<file path="config.mk">
export PLATFORM = sky130hd
export DESIGN_NAME = scl_wavegen
export DESIGN_NICKNAME = d
export VERILOG_FILES = /design/src/rtl/scl_wavegen_pkg.sv /design/src/rtl/scl_wavegen_dp.sv /design/src/rtl/scl_wavegen_ctrl.sv /design/src/rtl/scl_wavegen.sv
export SDC_FILE = /design/constraint.sdc
export NUM_CORES = 1
export LEC_CHECK = 0
export ABC_AREA = 1
export BUFFER_PORTS_ARGS = -buffer_cell sky130_fd_sc_hd__buf_2
export CAP_MARGIN = 20
export CORE_MARGIN = 8
export CORE_UTILIZATION = 55
export DETAILED_ROUTE_END_ITERATION = 8
export GPL_TIMING_DRIVEN = 0
export PLACE_DENSITY = 0.78
export SLEW_MARGIN = 25
export SYNTH_ARGS = -nofsm -noshare
export SYNTH_HDL_FRONTEND = slang
export SYNTH_SLANG_ARGS = --single-unit
</file>
<file path="constraint.sdc">
create_clock -name clk -period 2.7 [get_ports clk]
set_clock_uncertainty 0.15 [all_clocks]
set_input_delay 0.405 -clock clk [delete_from_list [all_inputs] [get_ports clk]]
set_output_delay 0.405 -clock clk [all_outputs]
set_load 0.005 [all_outputs]
</file>
<file path="src/rtl/scl_wavegen_pkg.sv">
package scl_wavegen_pkg;

  typedef enum logic [1:0] {
    PH_OFF  = 2'd0,
    PH_LOW  = 2'd1,
    PH_HIGH = 2'd2
  } wave_phase_t;

  // strobes from control to datapath
  typedef struct packed {
    logic clear;    // counter to zero
    logic load;     // capture a new phase length
    logic selHigh;  // length comes from the high divider
    logic count;    // advance counter
  } wave_strb_t;

endpackage

</file>
<file path="src/rtl/scl_wavegen_dp.sv">
module scl_wavegen_dp
  import scl_wavegen_pkg::*;
#(
  parameter int DIV_W   = 8,
  parameter int EXP_W   = 3,
  parameter int CNT_W   = 16,
  parameter bit CAP_EN  = 1'b0,
  parameter int EXP_MAX = 5
) (
  input  logic                       clk,
  input  logic                       rstN,
  input  logic [2*DIV_W+EXP_W-1:0]   cfgWord,
  input  wave_strb_t                 strb,
  output logic [CNT_W-1:0]           cntQ,
  output logic [CNT_W-1:0]           targetQ
);
  localparam int CFG_W = 2*DIV_W + EXP_W;

  logic [DIV_W-1:0] lowDiv, highDiv, selDiv;
  logic [EXP_W-1:0] rawExp, effExp;
  logic [CNT_W-1:0] nextTarget;

  assign lowDiv  = cfgWord[DIV_W-1:0];
  assign highDiv = cfgWord[2*DIV_W-1:DIV_W];
  assign rawExp  = cfgWord[CFG_W-1:2*DIV_W];

  generate
    if (CAP_EN) begin : g_cap
      assign effExp = (rawExp > EXP_W'(EXP_MAX)) ? EXP_W'(EXP_MAX) : rawExp;
    end else begin : g_nocap
      assign effExp = rawExp;
    end
  endgenerate

  assign selDiv     = strb.selHigh ? highDiv : lowDiv;
  assign nextTarget = (CNT_W'(selDiv) << effExp) + CNT_W'(2);

  always_ff @(posedge clk or negedge rstN) begin
    if (!rstN) begin
      cntQ    <= '0;
      targetQ <= '0;
    end else begin
      if (strb.clear)      cntQ <= '0;
      else if (strb.count) cntQ <= cntQ + CNT_W'(1);
      if (strb.load)       targetQ <= nextTarget;
    end
  end

endmodule

</file>
<file path="src/rtl/scl_wavegen_ctrl.sv">
module scl_wavegen_ctrl
  import scl_wavegen_pkg::*;
#(
  parameter int CNT_W = 16
) (
  input  logic              clk,
  input  logic              rstN,
  input  logic              enable,
  input  logic              sclIn,
  input  logic [CNT_W-1:0]  cntQ,
  input  logic [CNT_W-1:0]  targetQ,
  output wave_phase_t       phaseQ,
  output wave_strb_t        strb,
  output logic              phaseTick
);
  wave_phase_t phaseD;
  logic lastCyc, cntZero, advance;

  assign lastCyc = (cntQ == targetQ - CNT_W'(1));
  assign cntZero = (cntQ == '0);

  always_comb begin
    phaseD    = phaseQ;
    strb      = '0;
    phaseTick = 1'b0;
    advance   = 1'b0;
    if (!enable) begin
      phaseD     = PH_OFF;
      strb.clear = 1'b1;
    end else begin
      unique case (phaseQ)
        PH_OFF: begin
          phaseD     = PH_LOW;
          strb.clear = 1'b1;
          strb.load  = 1'b1;
        end
        PH_LOW:  advance = 1'b1;
        PH_HIGH: advance = sclIn || !cntZero;  // wait for released line
        default: phaseD = PH_OFF;
      endcase
      if (advance) begin
        if (lastCyc) begin
          phaseTick    = 1'b1;
          strb.clear   = 1'b1;
          strb.load    = 1'b1;
          strb.selHigh = (phaseQ == PH_LOW);
          phaseD       = (phaseQ == PH_LOW) ? PH_HIGH : PH_LOW;
        end else begin
          strb.count = 1'b1;
        end
      end
    end
  end

  always_ff @(posedge clk or negedge rstN) begin
    if (!rstN) phaseQ <= PH_OFF;
    else       phaseQ <= phaseD;
  end

endmodule

</file>
<file path="src/rtl/scl_wavegen.sv">
module scl_wavegen
  import scl_wavegen_pkg::*;
#(
  parameter int DIV_W   = 8,
  parameter int EXP_W   = 3,
  parameter bit CAP_EN  = 1'b0,
  parameter int EXP_MAX = 5
) (
  input  logic                      clk,
  input  logic                      rstN,
  input  logic                      enable,
  input  logic [2*DIV_W+EXP_W-1:0]  cfgWord,
  input  logic                      sclIn,
  output logic                      sclReq,
  output logic                      phaseTick
);
  // longest phase: (2^DIV_W-1)*2^(2^EXP_W-1)+2
  localparam int CNT_W = DIV_W + (1 << EXP_W);

  wave_phase_t      phaseQ;
  wave_strb_t       strb;
  logic [CNT_W-1:0] cntQ, targetQ;

  scl_wavegen_ctrl #(.CNT_W(CNT_W)) u_ctrl (
    .clk(clk), .rstN(rstN), .enable(enable), .sclIn(sclIn),
    .cntQ(cntQ), .targetQ(targetQ),
    .phaseQ(phaseQ), .strb(strb), .phaseTick(phaseTick)
  );

  scl_wavegen_dp #(
    .DIV_W(DIV_W), .EXP_W(EXP_W), .CNT_W(CNT_W),
    .CAP_EN(CAP_EN), .EXP_MAX(EXP_MAX)
  ) u_dp (
    .clk(clk), .rstN(rstN), .cfgWord(cfgWord), .strb(strb),
    .cntQ(cntQ), .targetQ(targetQ)
  );

  assign sclReq = (phaseQ != PH_LOW);

endmodule

</file>
==> qor.yml, run 1 <==
timing:
  fmax_ghz: 0.305
  finalHoldViolCount: 0
  setup_viol: 17
  period_share_pct: 121
  worst_slew_pin_slew_ns: 0.795
  slew_violations: 0
  fin_ws_ns: -0.579
  hold_slack_ns: 0.0371
  finalWorstPathRequiredPeriod_ns: 3.28
  slew_headroom_pct: 47.0
  rsz0062_at_grt: "yes"
  setup_tns_ns: -7.05
yosys:
  ys_seq_elements: 34
  synth_nets: 546
  synth.area.top_cells: "dfrtp_1, nand2_1, nand3_1"
  yosysSeqAreaShare_pct: 26.2
  syn_area_per_cell_um2: 6.34
  synth_edf_count: 0
  synth_top_cell_area_share_pct: 26.2
  synthCells: 513
  yosysUniqueCellTypes: 35
  yosys_warnings: 0
  synthFlopType: "dfrtp_1"
  synth_top_area_cell: "dfrtp_1"
  syn_area_um2: 3250
  async_reset_ff_share_pct: 100
power_and_ir_drop:
  power_mw: 1.74
  power-per-cell-area_nw_per_um2: 400
  leakage_nw: 2.12
  vdd_ir_drop_max_mv: 0.255
clock_tree:
  numCtsBuffers: 5
  clk_latency_ns: 0.30
  cts_tree: "done"
  clockBufferDepth: 2
  cts_root_buf: "clkbuf_8"
  ctsHoldBuffers: 0
  cts.reportedPaths.clkPinSlew_ns: 0.07
  cts_sinks: 34
  htreeDepth: 2
worst_setup_path:
  cp-startpoint: "u_dp.targetQ[2]$_DFFE_PN0P_"
  critical_path_buf_inv_count: 5
  r2r_end: "u_dp.targetQ[5]$_DFFE_PN0P_"
  end_kind: "flip-flop"
  cpPeakStageDelay_ns: 0.41
  path_cells: "inv_1, nand2_1, nand3_2, inv_1, nor2_1, nand3_1, nor2_2, nand2_2, nor2_4, nand4_4, nand2_2, nand3_2, nand3_2, and3_4, ha_4, inv_4, nor2_4, buf_4, buf_6, nand3_1, nand3_1, o21ai_0"
  r2r-start: "u_dp.targetQ[2]$_DFFE_PN0P_"
  cp.required_ns: 2.73
  critPathSlowestCell: "dfrtp_1"
  cp-start-kind: "flip-flop"
  critPathArrivalTime_ns: 3.31
  path_depth: 22
  crit_type: "flip-flop to flip-flop"
  path_delay_family: "simple AND/OR/NAND/NOR gates"
  crit_fanout: 5
  cp-endpoint: "u_dp.targetQ[5]$_DFFE_PN0P_"
  r2r_cells: 22
  r2r_setup_slack_ns: -0.58
die:
  ioPinCount: 25
  die_y_um: 92.9
  fp.dieW_um: 92.9
  row_count: 28
  core-area_um2: 5820
  dieArea_um2: 8630
  start_util_pct: 55.9
cells_and_area:
  syn2layout_area_growth_pct: 33.4
  drive_gt1_share_pct: 32.4
  postLayoutCoreUtil_pct: 74.6
  fin_area_um2: 4340
  layout.nets: 617
  diodes: 0
run:
  timing.max_cap.violations: 0
placed_design:
  port_buffers: 22
  gp_congestion: 0.963
  hpwlAfterDp_um: 6710
  dpl_cell_area_um2: 3560
route:
  vias: 3769
  drt-wirelength-per-cell_um: 15.1
  antenna_left: 0
  post_drt_via_cell_ratio: 5.72
  drtPass1Iterations: 5
  drc_errors: 0
  first_iter_violations: 271
  drt_wl_total_um: 9960
global_route:
  antenna_found_initial: 0
  grt_pass1_vias: 3339
  grt_pass1_wl_um: 15600
  grt_max_degree: 35
  grt_usage_pct: 22.1
  overflow: 0
worst_hold_path:
  hold_class: "input port to async pin"
run_status:
  violations: "setup timing"
  status: "complete, but fails checks"
[kinds of logic after synthesis]
family          count (synthesis)  share of synthesized area, %
xor+xnor                       21                          5.89
flops                          34                          26.2
buf+inv                        83                          9.74
fa+ha+maj                      10                          3.85
simple gates                  327                          48.0
compound gates                 38                          6.39
[worst min-delay path by stage]
| stage | endpoint | slack (ns) | cells after the start |
|---|---|---|---|
| 3_3_place_gp | u_dp.targetQ[15]$_DFFE_PN0P_ | 0.35 | 2 |
| 5_1_grt | u_ctrl.phaseQ[0]$_DFF_PN0_ | 0.11 | 1 |
| 4_1_cts | u_ctrl.phaseQ[0]$_DFF_PN0_ | 0.08 | 1 |
| 3_5_place_dp | u_dp.targetQ[15]$_DFFE_PN0P_ | 0.36 | 2 |
| 6_report | u_ctrl.phaseQ[0]$_DFF_PN0_ | 0.04 | 1 |
| 2_1_floorplan | u_ctrl.phaseQ[0]$_DFF_PN0_ | -0.04 | 0 |
[cell type report]
class	count	area [um2]
repair buffers	64	460
well taps	75	93.8
plain buffers	9	66.3
multi-input cells	396	2500
flip-flops and latches	34	855
inverters	74	283
clock buffers	7	76.3
fillers	449	1480
[layout by cell type, fill, tap and decap left out, types with 11 or more instances in the layout]
master | Yosys | layout
buf_2 | 4 | 24
inv_2 | 2 | 11
nor2_2 | 8 | 13
nand3_2 | 7 | 25
nor2_1 | 48 | 31
nand2_2 | 10 | 16
nand4_1 | 11 | 11
buf_4 | 0 | 35
nor2_4 | 7 | 19
nand2_1 | 137 | 121
inv_1 | 71 | 60
xor2_1 | 15 | 14
nand3_1 | 77 | 54
o21ai_1 | 4 | 12
dfrtp_1 | 34 | 31
[state kept, by name (all words and copies together), names as in the netlist]
signal / count
u_dp.targetQ: 16
u_ctrl.phaseQ: 2
u_dp.cntQ: 16
[stage by stage]
stage / setup slack, ns / std cells
final: -0.579 / 659
after global routing: -0.759 / 659
after CTS: -0.441 / 643
after detailed placement: -0.602 / 610
after global placement: -0.569 / 610
after floorplan: -0.133 / 513
[synthesized netlist by cell type (2+ instances only)]
cell type and instances:
a21oi_1 11, buf_2 4, clkbuf_1 4, dfrtp_1 34, ha_1 10, inv_1 71, inv_2 2, nand2_1 137
nand2_2 10, nand3_1 77, nand3_2 7, nand3b_1 3, nand4_1 11, nor2_1 48, nor2_2 8, nor2_4 7
nor3_1 10, nor4_1 4, o21ai_0 17, o21ai_1 4, o41ai_1 2, xnor2_1 5, xor2_1 15
[power breakdown]
group	total, mW	switching, mW	internal (mW)
Sequential	0.594	0.0504	0.544
Combinational	0.769	0.464	0.305
Clock	0.372	0.195	0.178
Total	1.74	0.709	1.03
[timing repair]
action / in CTS / in global routing
setup buffers: 25 / 16
endpoints found under the hold margin: 0 / 0
cloned: 1 / 0
pin swaps: 31 / 23
resized for setup: 47 / 61
setup endpoints to repair: 25 / 30
[layer usage]
layer	routed length (um)	GRT usage (%)	up-vias
met5	0	0	-
met4	207	5.64	0
met3	827	3.80	27
met2	4730	35.5	186
met1	4190	29.9	1760
li1	-	-	1796
No activity file was read; power rests on OpenSTA's default activity.
==> run 2: changes to the inputs <==
Settings changed: CORE_UTILIZATION 55 to 42, PLACE_DENSITY 0.78 to 0.62.
==> qor.yml, run 2 (same netlist as run 1, synthesis figures left out) <==
run_status:
  status: "complete, but fails checks"
  violations: "setup timing"
timing:
  hold_slack_ns: 0.0267
  worst_slew_pin_slew_ns: 0.753
  fmax_ghz: 0.315
  slew_headroom_pct: 49.8
  setup_tns_ns: -4.03
  setup_viol: 13
  fin_ws_ns: -0.479
  finalHoldViolCount: 0
  period_share_pct: 118
  finalWorstPathRequiredPeriod_ns: 3.18
  rsz0062_at_grt: "yes"
  slew_violations: 0
placed_design:
  dpl_cell_area_um2: 3600
  gp_congestion: 0.905
  port_buffers: 22
  hpwlAfterDp_um: 7050
cells_and_area:
  drive_gt1_share_pct: 29.2
  layout.nets: 610
  syn2layout_area_growth_pct: 28.3
  diodes: 0
  top_regs: "u_dp.cntQ: 16 flops, u_dp.targetQ: 16 flops, u_ctrl.phaseQ: 2 flops"
  postLayoutCoreUtil_pct: 54.8
  final_cell_mix: "nand2_1, inv_1, nand3_1, nor2_1, buf_4"
  fin_area_um2: 4170
  layout_commonest_cell: "nand2_1"
die:
  fp.dieW_um: 104
  row_count: 32
  dieArea_um2: 10800
  start_util_pct: 42.7
  core-area_um2: 7610
  ioPinCount: 25
  die_y_um: 104
global_route:
  grt_pass1_wl_um: 15000
  grt_max_degree: 35
  overflow: 0
  grt_usage_pct: 16.5
  grt_pass1_vias: 3354
  antenna_found_initial: 0
power_and_ir_drop:
  swShare_pct: 38.2
  power-per-cell-area_nw_per_um2: 419
  cell_internal_pwr_mw: 1.08
  switching_power_mw: 0.667
  pwr-share-clk_pct: 27.1
  power_mw: 1.75
  comb_power_share_pct: 38.9
  vdd_ir_drop_max_mv: 0.168
  sequentialPowerShare_pct: 34.0
  leakage_nw: 2.04
clock_tree:
  cts.reportedPaths.clkPinSlew_ns: 0.08
  numCtsBuffers: 5
  cts_root_buf: "clkbuf_8"
  cts_tree: "done"
  htreeDepth: 2
  clk_latency_ns: 0.29
  ctsHoldBuffers: 0
  clockBufferDepth: 2
  cts_sinks: 34
worst_setup_path:
  cp.required_ns: 2.73
  critPathArrivalTime_ns: 3.21
  crit_fanout: 5
  crit_type: "flip-flop to flip-flop"
  end_kind: "flip-flop"
  cp-start-kind: "flip-flop"
run:
  timing.max_cap.violations: 0
route:
  drt_wl_total_um: 9460
  drc_errors: 0
  first_iter_violations: 195
  drt-wirelength-per-cell_um: 13.9
  drtPass1Iterations: 4
  antenna_left: 0
  post_drt_via_cell_ratio: 5.13
  vias: 3490
worst_hold_path:
  hold_class: "input port to async pin"
[run 2: cell count changes in the layout (fill, tap and decap cells not counted), sizes merged]
cell / change
buf: -9
bufinv: +1
clkbuf: +2
clkinv: -1
inv: +1
[run 2: routing by layer]
layer	routed length, um	part of all wire (%)	up-vias	track usage, %
met4	326	3.4	0	8.38
met5	0	0	-	0
met3	257	2.7	26	2.17
met2	4700	50	75	29.0
li1	-	-	1775	-
met1	4180	44	1614	19.3
[run 2: timing repair]
item | in CTS | in global routing
gates cloned | 0 | 1
pin swaps | 34 | 27
setup endpoints to repair | 25 | 29
endpoints found under the hold margin | 0 | 0
setup buffers | 25 | 9
gates resized for setup | 32 | 33
[run 2: power groups by stage]
| stage | combinational, mW | sequential [mW] | clock, mW |
|---|---|---|---|
| CTS | 0.626 | 0.590 | 0.477 |
| global placement | 0.541 | 0.598 | 0 |
| global route | 0.747 | 0.598 | 0.498 |
| floorplan | 0.431 | 0.587 | 0 |
| finish | 0.680 | 0.594 | 0.473 |
| detailed placement | 0.553 | 0.599 | 0 |
[run 2: final timing paths]
check	from	endpoint	slack, ns	cells past startpoint
min in group clk	enable	u_ctrl.phaseQ[0]$_DFF_PN0_	0.24	3
setup reg to reg	u_dp.targetQ[0]$_DFFE_PN0P_	u_dp.targetQ[9]$_DFFE_PN0P_	-0.48	22
setup / recovery	u_dp.targetQ[0]$_DFFE_PN0P_	u_dp.targetQ[9]$_DFFE_PN0P_	-0.48	22
hold reg to reg	u_dp.targetQ[15]$_DFFE_PN0P_	u_dp.targetQ[15]$_DFFE_PN0P_	0.37	2
max in group asynchronous	rstN	u_dp.targetQ[8]$_DFFE_PN0P_	1.84	1
hold / removal	rstN	u_dp.cntQ[5]$_DFFE_PN0P_	0.03	1
[run 2: worst max-delay path, cell delays in order, from the launching register on]
cell and delay (ns):
dfrtp_1 0.40, inv_2 0.10, ha_4 0.21, nand3_4 0.10, nor2_4 0.12, buf_4 0.12, nand3b_1 0.09, nand2_1 0.10
nand3_2 0.13, nor2_4 0.15, nand4_4 0.16, nand2_2 0.13, nand3_2 0.08, nand3_2 0.11, and3_4 0.20, ha_4 0.12
inv_2 0.04, nor2_4 0.11, nand2_4 0.08, nor2_4 0.16, a21oi_1 0.08, nand2_1 0.07, nand2_1 0.04
[run 2: per-stage QoR]
| stage | instances | setup WS (ns) |
|---|---|---|
| 4_1_cts | 670 | -0.400 |
| 5_1_grt | 680 | -0.698 |
| 3_5_place_dp | 637 | -0.582 |
| 6_report | 680 | -0.479 |
| 3_3_place_gp | 637 | -0.547 |
| 2_1_floorplan | 513 | -0.133 |
[run 2: final cells by class]
class                   instances  area (um2)
fillers                       757        3440
multi-input cells             396        2370
flip-flops and latches         34         858
repair buffers                 57         382
inverters                      74         278
well taps                     102         128
clock buffers                   7        76.3
plain buffers                   9        51.3
clock inverters                 1        30.0
